--- src/rtl/pkt_xbar_pkg.sv ---
package pkt_xbar_pkg;

    typedef enum logic [1:0] {
        XB_ROUND = 2'd0,
        XB_MATCH = 2'd1,
        XB_OPEN  = 2'd2
    } xb_mode_e;

    function automatic logic mode_ok(input logic [1:0] m);
        return (m == XB_ROUND) || (m == XB_OPEN);
    endfunction

    function automatic int wrap_next(input int idx, input int n);
        return (idx + 1 >= n) ? 0 : idx + 1;
    endfunction

endpackage

--- src/rtl/pkt_xbar_infifo.sv ---
module pkt_xbar_infifo #(
    parameter int DATA_W = 8,
    parameter int DST_W  = 2,
    parameter int DEPTH  = 4
) (
    input  logic                         clk,
    input  logic                         rst,
    input  logic                         push,
    input  logic [DST_W-1:0]             push_dst,
    input  logic [DATA_W-1:0]            push_data,
    input  logic                         pop,
    output logic                         ready,
    output logic                         head_valid,
    output logic [DST_W-1:0]             head_dst,
    output logic [DATA_W-1:0]            head_data,
    output logic [$clog2(DEPTH+1)-1:0]   count
);
    localparam int AW = $clog2(DEPTH);
    localparam int CW = $clog2(DEPTH + 1);

    typedef struct packed {
        logic [DST_W-1:0]  dst;
        logic [DATA_W-1:0] data;
    } slot_t;

    slot_t          mem [DEPTH];
    logic [AW-1:0]  rd_ptr;
    logic [AW-1:0]  wr_ptr;
    logic [CW-1:0]  cnt;
    logic           do_push;
    logic           do_pop;

    assign ready      = (cnt != CW'(DEPTH));
    assign head_valid = (cnt != '0);
    assign do_push    = push && ready;
    assign do_pop     = pop && head_valid;
    assign head_dst   = mem[rd_ptr].dst;
    assign head_data  = mem[rd_ptr].data;
    assign count      = cnt;

    always_ff @(posedge clk) begin
        if (rst) begin
            rd_ptr <= '0;
            wr_ptr <= '0;
            cnt    <= '0;
        end else begin
            if (do_push) wr_ptr <= wr_ptr + AW'(1);
            if (do_pop)  rd_ptr <= rd_ptr + AW'(1);
            cnt <= cnt + CW'(do_push) - CW'(do_pop);
        end
    end

    always_ff @(posedge clk) begin
        if (do_push) mem[wr_ptr] <= '{dst: push_dst, data: push_data};
    end

endmodule

--- src/rtl/pkt_xbar_outfifo.sv ---
module pkt_xbar_outfifo #(
    parameter int DATA_W = 8,
    parameter int NPORT  = 4,
    parameter int DEPTH  = 4
) (
    input  logic                         clk,
    input  logic                         rst,
    input  logic [NPORT-1:0]             wr_en,
    input  logic [NPORT*DATA_W-1:0]      wr_data,
    input  logic                         pop,
    output logic                         valid,
    output logic [DATA_W-1:0]            head,
    output logic [$clog2(DEPTH+1)-1:0]   count
);
    localparam int AW = $clog2(DEPTH);
    localparam int CW = $clog2(DEPTH + 1);
    localparam int OW = $clog2(NPORT + 1);

    logic [DATA_W-1:0] mem [DEPTH];
    logic [AW-1:0]     rd_ptr;
    logic [AW-1:0]     wr_ptr;
    logic [CW-1:0]     cnt;
    logic [AW-1:0]     slot [NPORT];
    logic [OW-1:0]     n_wr;
    logic              do_pop;

    assign valid  = (cnt != '0);
    assign do_pop = pop && valid;
    assign head   = mem[rd_ptr];
    assign count  = cnt;

    // Writers in ascending input order take consecutive slots.
    always_comb begin
        logic [OW-1:0] off;
        off = '0;
        for (int i = 0; i < NPORT; i++) begin
            slot[i] = wr_ptr + AW'(off);
            if (wr_en[i]) off = off + OW'(1);
        end
        n_wr = off;
    end

    always_ff @(posedge clk) begin
        if (rst) begin
            rd_ptr <= '0;
            wr_ptr <= '0;
            cnt    <= '0;
        end else begin
            if (do_pop) rd_ptr <= rd_ptr + AW'(1);
            wr_ptr <= wr_ptr + AW'(n_wr);
            cnt    <= cnt + CW'(n_wr) - CW'(do_pop);
        end
    end

    always_ff @(posedge clk) begin
        for (int i = 0; i < NPORT; i++) begin
            if (wr_en[i]) mem[slot[i]] <= wr_data[i*DATA_W +: DATA_W];
        end
    end

endmodule

--- src/rtl/pkt_xbar_sched.sv ---
module pkt_xbar_sched
    import pkt_xbar_pkg::*;
#(
    parameter int NPORT = 4,
    parameter int DEPTH = 4,
    parameter int DST_W = 2
) (
    input  logic                                clk,
    input  logic                                rst,
    input  logic [1:0]                          mode,
    input  logic [NPORT-1:0]                    head_valid,
    input  logic [NPORT*DST_W-1:0]              head_dst,
    input  logic [NPORT*$clog2(DEPTH+1)-1:0]    out_cnt,
    output logic [NPORT*NPORT-1:0]              grant,
    output logic                                mode_err
);
    localparam int CW = $clog2(DEPTH + 1);

    logic [CW-1:0]    free    [NPORT];
    logic [DST_W-1:0] rr_ptr  [NPORT];
    logic [DST_W-1:0] rr_last [NPORT];
    logic [NPORT-1:0] rr_hit;

    assign mode_err = !mode_ok(mode);

    // grant bit i*NPORT+d: input i moves its head into output d this cycle
    always_comb begin
        int dsel;
        int idx;
        grant  = '0;
        rr_hit = '0;
        dsel   = 0;
        idx    = 0;
        for (int d = 0; d < NPORT; d++) begin
            free[d]    = CW'(DEPTH) - out_cnt[d*CW +: CW];
            rr_last[d] = '0;
        end
        if (mode == XB_OPEN) begin
            for (int i = 0; i < NPORT; i++) begin
                if (head_valid[i]) begin
                    dsel = int'(head_dst[i*DST_W +: DST_W]);
                    if (dsel < NPORT && free[dsel] != '0) begin
                        grant[i*NPORT + dsel] = 1'b1;
                        free[dsel] = free[dsel] - CW'(1);
                    end
                end
            end
        end else if (mode == XB_ROUND) begin
            for (int d = 0; d < NPORT; d++) begin
                if (free[d] != '0) begin
                    for (int k = 0; k < NPORT; k++) begin
                        idx = (int'(rr_ptr[d]) + k) % NPORT;
                        if (!rr_hit[d] && head_valid[idx] &&
                            int'(head_dst[idx*DST_W +: DST_W]) == d) begin
                            grant[idx*NPORT + d] = 1'b1;
                            rr_hit[d]  = 1'b1;
                            rr_last[d] = DST_W'(idx);
                        end
                    end
                end
            end
        end
    end

    always_ff @(posedge clk) begin
        if (rst) begin
            for (int d = 0; d < NPORT; d++) rr_ptr[d] <= '0;
        end else begin
            for (int d = 0; d < NPORT; d++) begin
                if (rr_hit[d]) rr_ptr[d] <= DST_W'(wrap_next(int'(rr_last[d]), NPORT));
            end
        end
    end

endmodule

--- src/rtl/pkt_xbar.sv ---
module pkt_xbar
    import pkt_xbar_pkg::*;
#(
    parameter int NPORT  = 4,
    parameter int DEPTH  = 4,
    parameter int DATA_W = 8,
    parameter int DST_W  = $clog2(NPORT)
) (
    input  logic                      clk,
    input  logic                      rst,
    input  logic [1:0]                mode,
    input  logic [NPORT-1:0]          in_valid,
    input  logic [NPORT*DST_W-1:0]    in_dst,
    input  logic [NPORT*DATA_W-1:0]   in_data,
    output logic [NPORT-1:0]          in_ready,
    input  logic [NPORT-1:0]          out_pop,
    output logic [NPORT-1:0]          out_valid,
    output logic [NPORT*DATA_W-1:0]   out_data,
    output logic                      mode_err
);
    localparam int CW = $clog2(DEPTH + 1);

    logic [NPORT-1:0]          head_valid;
    logic [NPORT*DST_W-1:0]    head_dst;
    logic [NPORT*DATA_W-1:0]   head_data;
    logic [NPORT-1:0]          in_pop;
    logic [NPORT*CW-1:0]       in_cnt_flat;
    logic [NPORT*CW-1:0]       out_cnt_flat;
    logic [NPORT*NPORT-1:0]    grant;
    logic [NPORT-1:0]          col_en [NPORT];

    always_comb begin
        for (int i = 0; i < NPORT; i++) begin
            in_pop[i] = |grant[i*NPORT +: NPORT];
            for (int d = 0; d < NPORT; d++) col_en[d][i] = grant[i*NPORT + d];
        end
    end

    for (genvar i = 0; i < NPORT; i++) begin : g_in
        pkt_xbar_infifo #(
            .DATA_W (DATA_W),
            .DST_W  (DST_W),
            .DEPTH  (DEPTH)
        ) u_q (
            .clk        (clk),
            .rst        (rst),
            .push       (in_valid[i]),
            .push_dst   (in_dst[i*DST_W +: DST_W]),
            .push_data  (in_data[i*DATA_W +: DATA_W]),
            .pop        (in_pop[i]),
            .ready      (in_ready[i]),
            .head_valid (head_valid[i]),
            .head_dst   (head_dst[i*DST_W +: DST_W]),
            .head_data  (head_data[i*DATA_W +: DATA_W]),
            .count      (in_cnt_flat[i*CW +: CW])
        );
    end

    pkt_xbar_sched #(
        .NPORT (NPORT),
        .DEPTH (DEPTH),
        .DST_W (DST_W)
    ) u_sched (
        .clk        (clk),
        .rst        (rst),
        .mode       (mode),
        .head_valid (head_valid),
        .head_dst   (head_dst),
        .out_cnt    (out_cnt_flat),
        .grant      (grant),
        .mode_err   (mode_err)
    );

    for (genvar d = 0; d < NPORT; d++) begin : g_out
        pkt_xbar_outfifo #(
            .DATA_W (DATA_W),
            .NPORT  (NPORT),
            .DEPTH  (DEPTH)
        ) u_q (
            .clk     (clk),
            .rst     (rst),
            .wr_en   (col_en[d]),
            .wr_data (head_data),
            .pop     (out_pop[d]),
            .valid   (out_valid[d]),
            .head    (out_data[d*DATA_W +: DATA_W]),
            .count   (out_cnt_flat[d*CW +: CW])
        );
    end

endmodule

--- config.mk ---
export PLATFORM = sky130hd
export DESIGN_NAME = pkt_xbar
export DESIGN_NICKNAME = d
export VERILOG_FILES = /design/src/rtl/pkt_xbar_pkg.sv /design/src/rtl/pkt_xbar_infifo.sv /design/src/rtl/pkt_xbar_outfifo.sv /design/src/rtl/pkt_xbar_sched.sv /design/src/rtl/pkt_xbar.sv
export SDC_FILE = /design/constraint.sdc
export NUM_CORES = 1
export LEC_CHECK = 0
export BUFFER_PORTS_ARGS = -buffer_cell sky130_fd_sc_hd__clkbuf_2
export CORE_AREA = 2 2 267 269
export DETAILED_ROUTE_END_ITERATION = 8
export DIE_AREA = 0 0 269 271
export GPL_ROUTABILITY_DRIVEN = 0
export PLACE_DENSITY_LB_ADDON = 0.05
export SETUP_SLACK_MARGIN = 0.3
export SYNTH_ARGS = -nofsm -noshare
export SYNTH_HDL_FRONTEND = slang
export SYNTH_HIERARCHICAL = 1
export SYNTH_SLANG_ARGS = --single-unit
--- constraint.sdc ---
create_clock -name clk -period 11.7 [get_ports clk]
set_clock_uncertainty 0.2 [all_clocks]
set_input_delay 1.17 -clock clk [delete_from_list [all_inputs] [get_ports clk]]
set_output_delay 1.17 -clock clk [all_outputs]
set_load 0.03 [all_outputs]
==> metrics.yaml <==
cells_and_area:
  antennaDiodeCount: 0
  multi_input_area_um2: 13040
  stdcell_area_um2: 27010
  nFillCells: 6755
  drive_gt1_share_pct: 21.86
  fin_nets: 2374
  area_growth_pct: 10.73
  fin_cells: 3177
  register_area_um2: 10330
clocking:
  cts_buffers: 44
  clkTransAtPathRegs_ns: 0.06
  cts_tree: "built"
  cts_resized: 0
  clockRootBuffer: "clkbuf_16"
  cts_hold_buf: 0
  worst_skew_pair.late_latency_ns: 0.61
  post_cts_buffers: 0
  htreeDepth: 2
  cts_sinks: 368
  clockBufferDepth: 3
timing:
  fmax_mhz: 106.2
  post-route-period-util_pct: 80.47
  hold_viol: 0
  setup_tns_ns: 0
  final-setup-viol-count: 0
  relSlewSlack_pct: 12.33
  maxSlewViolCount: 0
  rsz0062_at_grt: "no"
  tightestPinTransition_ns: 1.312
  fin_crit_ns: 9.415
synth:
  synth_adder_area_share_pct: 6.453
  yosys_register_bits: 368
  synth-edff-count: 296
  yosysWarnings: 6
  synth_top_area_share_pct: 36.44
  synthXorXnorAreaFrac_pct: 4.057
  syn_nets: 2372
  synthArstFlopShare_pct: 0
  synth_cell_types: 100
  synth_area_leaders: "edfxtp_1 36%, mux4_2 7.7%, dfxtp_1 5.9%"
  netlist_instances: 2199
  synthFlopType: "edfxtp_1"
  synth-seq-area-share_pct: 42.35
  synth.avg_cell_area_um2: 11.09
  synthMuxAreaShare_pct: 15.16
  synth-simple-area-share_pct: 15.49
  synth_compound_area_share_pct: 12.14
  synth_top_family_by_area: "simple AND/OR/NAND/NOR gates"
  synth_top_area_cell: "edfxtp_1"
  syn_area_um2: 24390
placed_design:
  hpwlAfterDp_um: 53830
  dpl.cell_count: 3095
  numPortBuffers: 92
  place_area_um2: 25420
route:
  wire_per_inst_um: 24.11
  totalWireLength_um: 76600
  vias: 18500
  drt_first_pass_iters: 6
  postRouteAntennaNets: 0
  drc: 0
  drtIter0Drc: 1826
  viasPerCell: 5.822
run:
  drv_cap: 0
worst_setup_path:
  crit_path_frequent_cell: "ha_1"
  critPathTopFamily: "simple AND/OR/NAND/NOR gates"
  critPathBufInv: 2
  cp_slowest_cell: "o22ai_1"
  start_kind: "register"
  slowest_delay_ns: 0.78
  rr_worst_depth: 27
  path_max_fanout: 14
  rr_endpoint: "g_out[3].u_q/mem[0][2]"
  worstSetupEndpointType: "register"
  critPathKind: "reg2reg"
  r2r_slack_ns: 2.29
  arrival_ns: 9.43
  worstPathRequired_ns: 11.72
run_status:
  status: "finished clean"
floorplanning:
  die_h_um: 271
  start_util_pct: 34.95
  pin_count: 93
  row_count: 97
  die_x_um: 269
  dieArea_um2: 72900
  coreArea_um2: 69790
global_route:
  grt_pass1_wl_um: 116600
  antenna_found_initial: 2
  grt.overflow.total: 0
  grt_pass1_vias: 18130
  grt_usage_pct: 20.93
  grt_start_max_net_pins: 43
power:
  powerDensity_nw_per_um2: 266.4
  power.total_mw: 7.194
  peakVddDrop_v: 0.0001454
  p_leak_nw: 9.322
min_path:
  hp-start: "g_in[0].u_q/wr_ptr[1]"
  holdPathEnd: "g_in[0].u_q/wr_ptr[1]"
  holdPathStages: 2
  hp-class: "reg2reg"
==> flip-flops by register name, indices dropped and copies added, names as in the netlist, named ones only <==
name / count
g_in.u_q/mem: 160
g_out.u_q/rd_ptr: 8
g_in.u_q/rd_ptr: 8
g_out.u_q/wr_ptr: 8
u_sched/rr_ptr: 8
g_in.u_q/count: 12
g_out.u_q/count: 12
g_out.u_q/mem: 128
g_in.u_q/wr_ptr: 8
==> through the flow <==
step           worst slack (ns)  util, %  hold WS [ns]
4_1_cts                   2.314    38.70        0.3257
3_3_place_gp              2.582    36.43        0.2983
2_1_floorplan             3.740        -        0.2821
6_report                  2.285    38.70        0.3176
5_1_grt                   1.492    38.70        0.3471
3_5_place_dp              2.382    36.43        0.3145
==> layer usage <==
layer | track usage (%) | share of wire [%] | vias up
met4 | 5.731 | 2.3 | 2
met2 | 31.95 | 45 | 707
met1 | 30.42 | 46 | 9193
met3 | 3.568 | 6.6 | 139
met5 | 0 | 0.016 | -
li1 | - | - | 8457
==> report_power, final <==
part           switching [mW]  internal, mW  total, mW  leakage, nW
logic                    2.31          1.42       3.73         5.27
clock network           0.585         0.882       1.47        0.751
registers               0.237          1.76       2.00         3.30
==> final cells by class <==
| cell class | instances | area share [%] |
|---|---|---|
| Clock buffer | 57 | 4.369 |
| Timing Repair Buffer | 109 | 2.187 |
| Tap cell | 940 | 4.355 |
| Inverter | 77 | 1.070 |
| Sequential cell | 368 | 38.25 |
| Clock inverter | 25 | 1.496 |
| Multi-Input combinational cell | 1601 | 48.28 |
==> layout by cell type, fill, tap and decap left out, types with 10 or more instances in the layout <==
| cell | netlist | layout |
|---|---|---|
| dfxtp_1 | 72 | 72 |
| nand2_1 | 81 | 81 |
| ha_1 | 113 | 113 |
| clkbuf_16 | 0 | 44 |
| nand2b_1 | 32 | 32 |
| edfxtp_1 | 296 | 296 |
| nor3_1 | 149 | 149 |
| or3_1 | 22 | 22 |
| mux2_2 | 102 | 102 |
| mux2_4 | 36 | 36 |
| o21ai_0 | 157 | 157 |
| a21oi_1 | 30 | 30 |
| nand3_1 | 166 | 166 |
| nor2b_1 | 23 | 23 |
| mux2i_1 | 14 | 14 |
| xor2_1 | 36 | 35 |
| clkbuf_2 | 7 | 91 |
| inv_1 | 75 | 75 |
| xnor2_1 | 38 | 34 |
| and2_1 | 24 | 24 |
| buf_4 | 3 | 18 |
| nor2_1 | 95 | 95 |
| clkbuf_1 | 93 | 10 |
| a31oi_1 | 136 | 136 |
| a22oi_1 | 18 | 18 |
| mux4_2 | 83 | 83 |
| o22ai_1 | 10 | 10 |
==> worst min-delay path: cells and delay by family, from the launching register on <==
kind | cells | cell delay (ns)
muxes | 1 | 0.06
DFF | 1 | 0.34
and+or+nand+nor | 1 | 0.08
==> cell usage after synthesis (38+ instances only) <==
library cell  number
o21ai_0          157
mux4_2            83
xnor2_1           38
ha_1             113
inv_1             75
nor2_1            95
edfxtp_1         296
nor3_1           149
clkbuf_1          93
mux2_2           102
nand2_1           81
dfxtp_1           72
a31oi_1          136
nand3_1          166
==> worst max-delay path by stage <==
stage          cells after the start                     end  slack (ns)
2_1_floorplan                     36    g_in[3].u_q/count[2]        3.74
3_3_place_gp                      26  g_out[3].u_q/mem[0][3]        2.58
3_5_place_dp                      27  g_out[3].u_q/mem[0][0]        2.38
4_1_cts                           27  g_out[3].u_q/mem[0][2]        2.31
5_1_grt                           27  g_out[3].u_q/mem[0][2]        1.49
6_report                          27  g_out[3].u_q/mem[0][2]        2.29
==> kinds of logic after synthesis <==
family,Yosys count
and+or+nand+nor,696
AOI/OAI and AO/OA,460
DFF,368
muxes,235
buffers and inverters,230
adders and majority gates,121
xor gates and xnor gates,89
No activity file was read; power rests on OpenSTA's default activity.
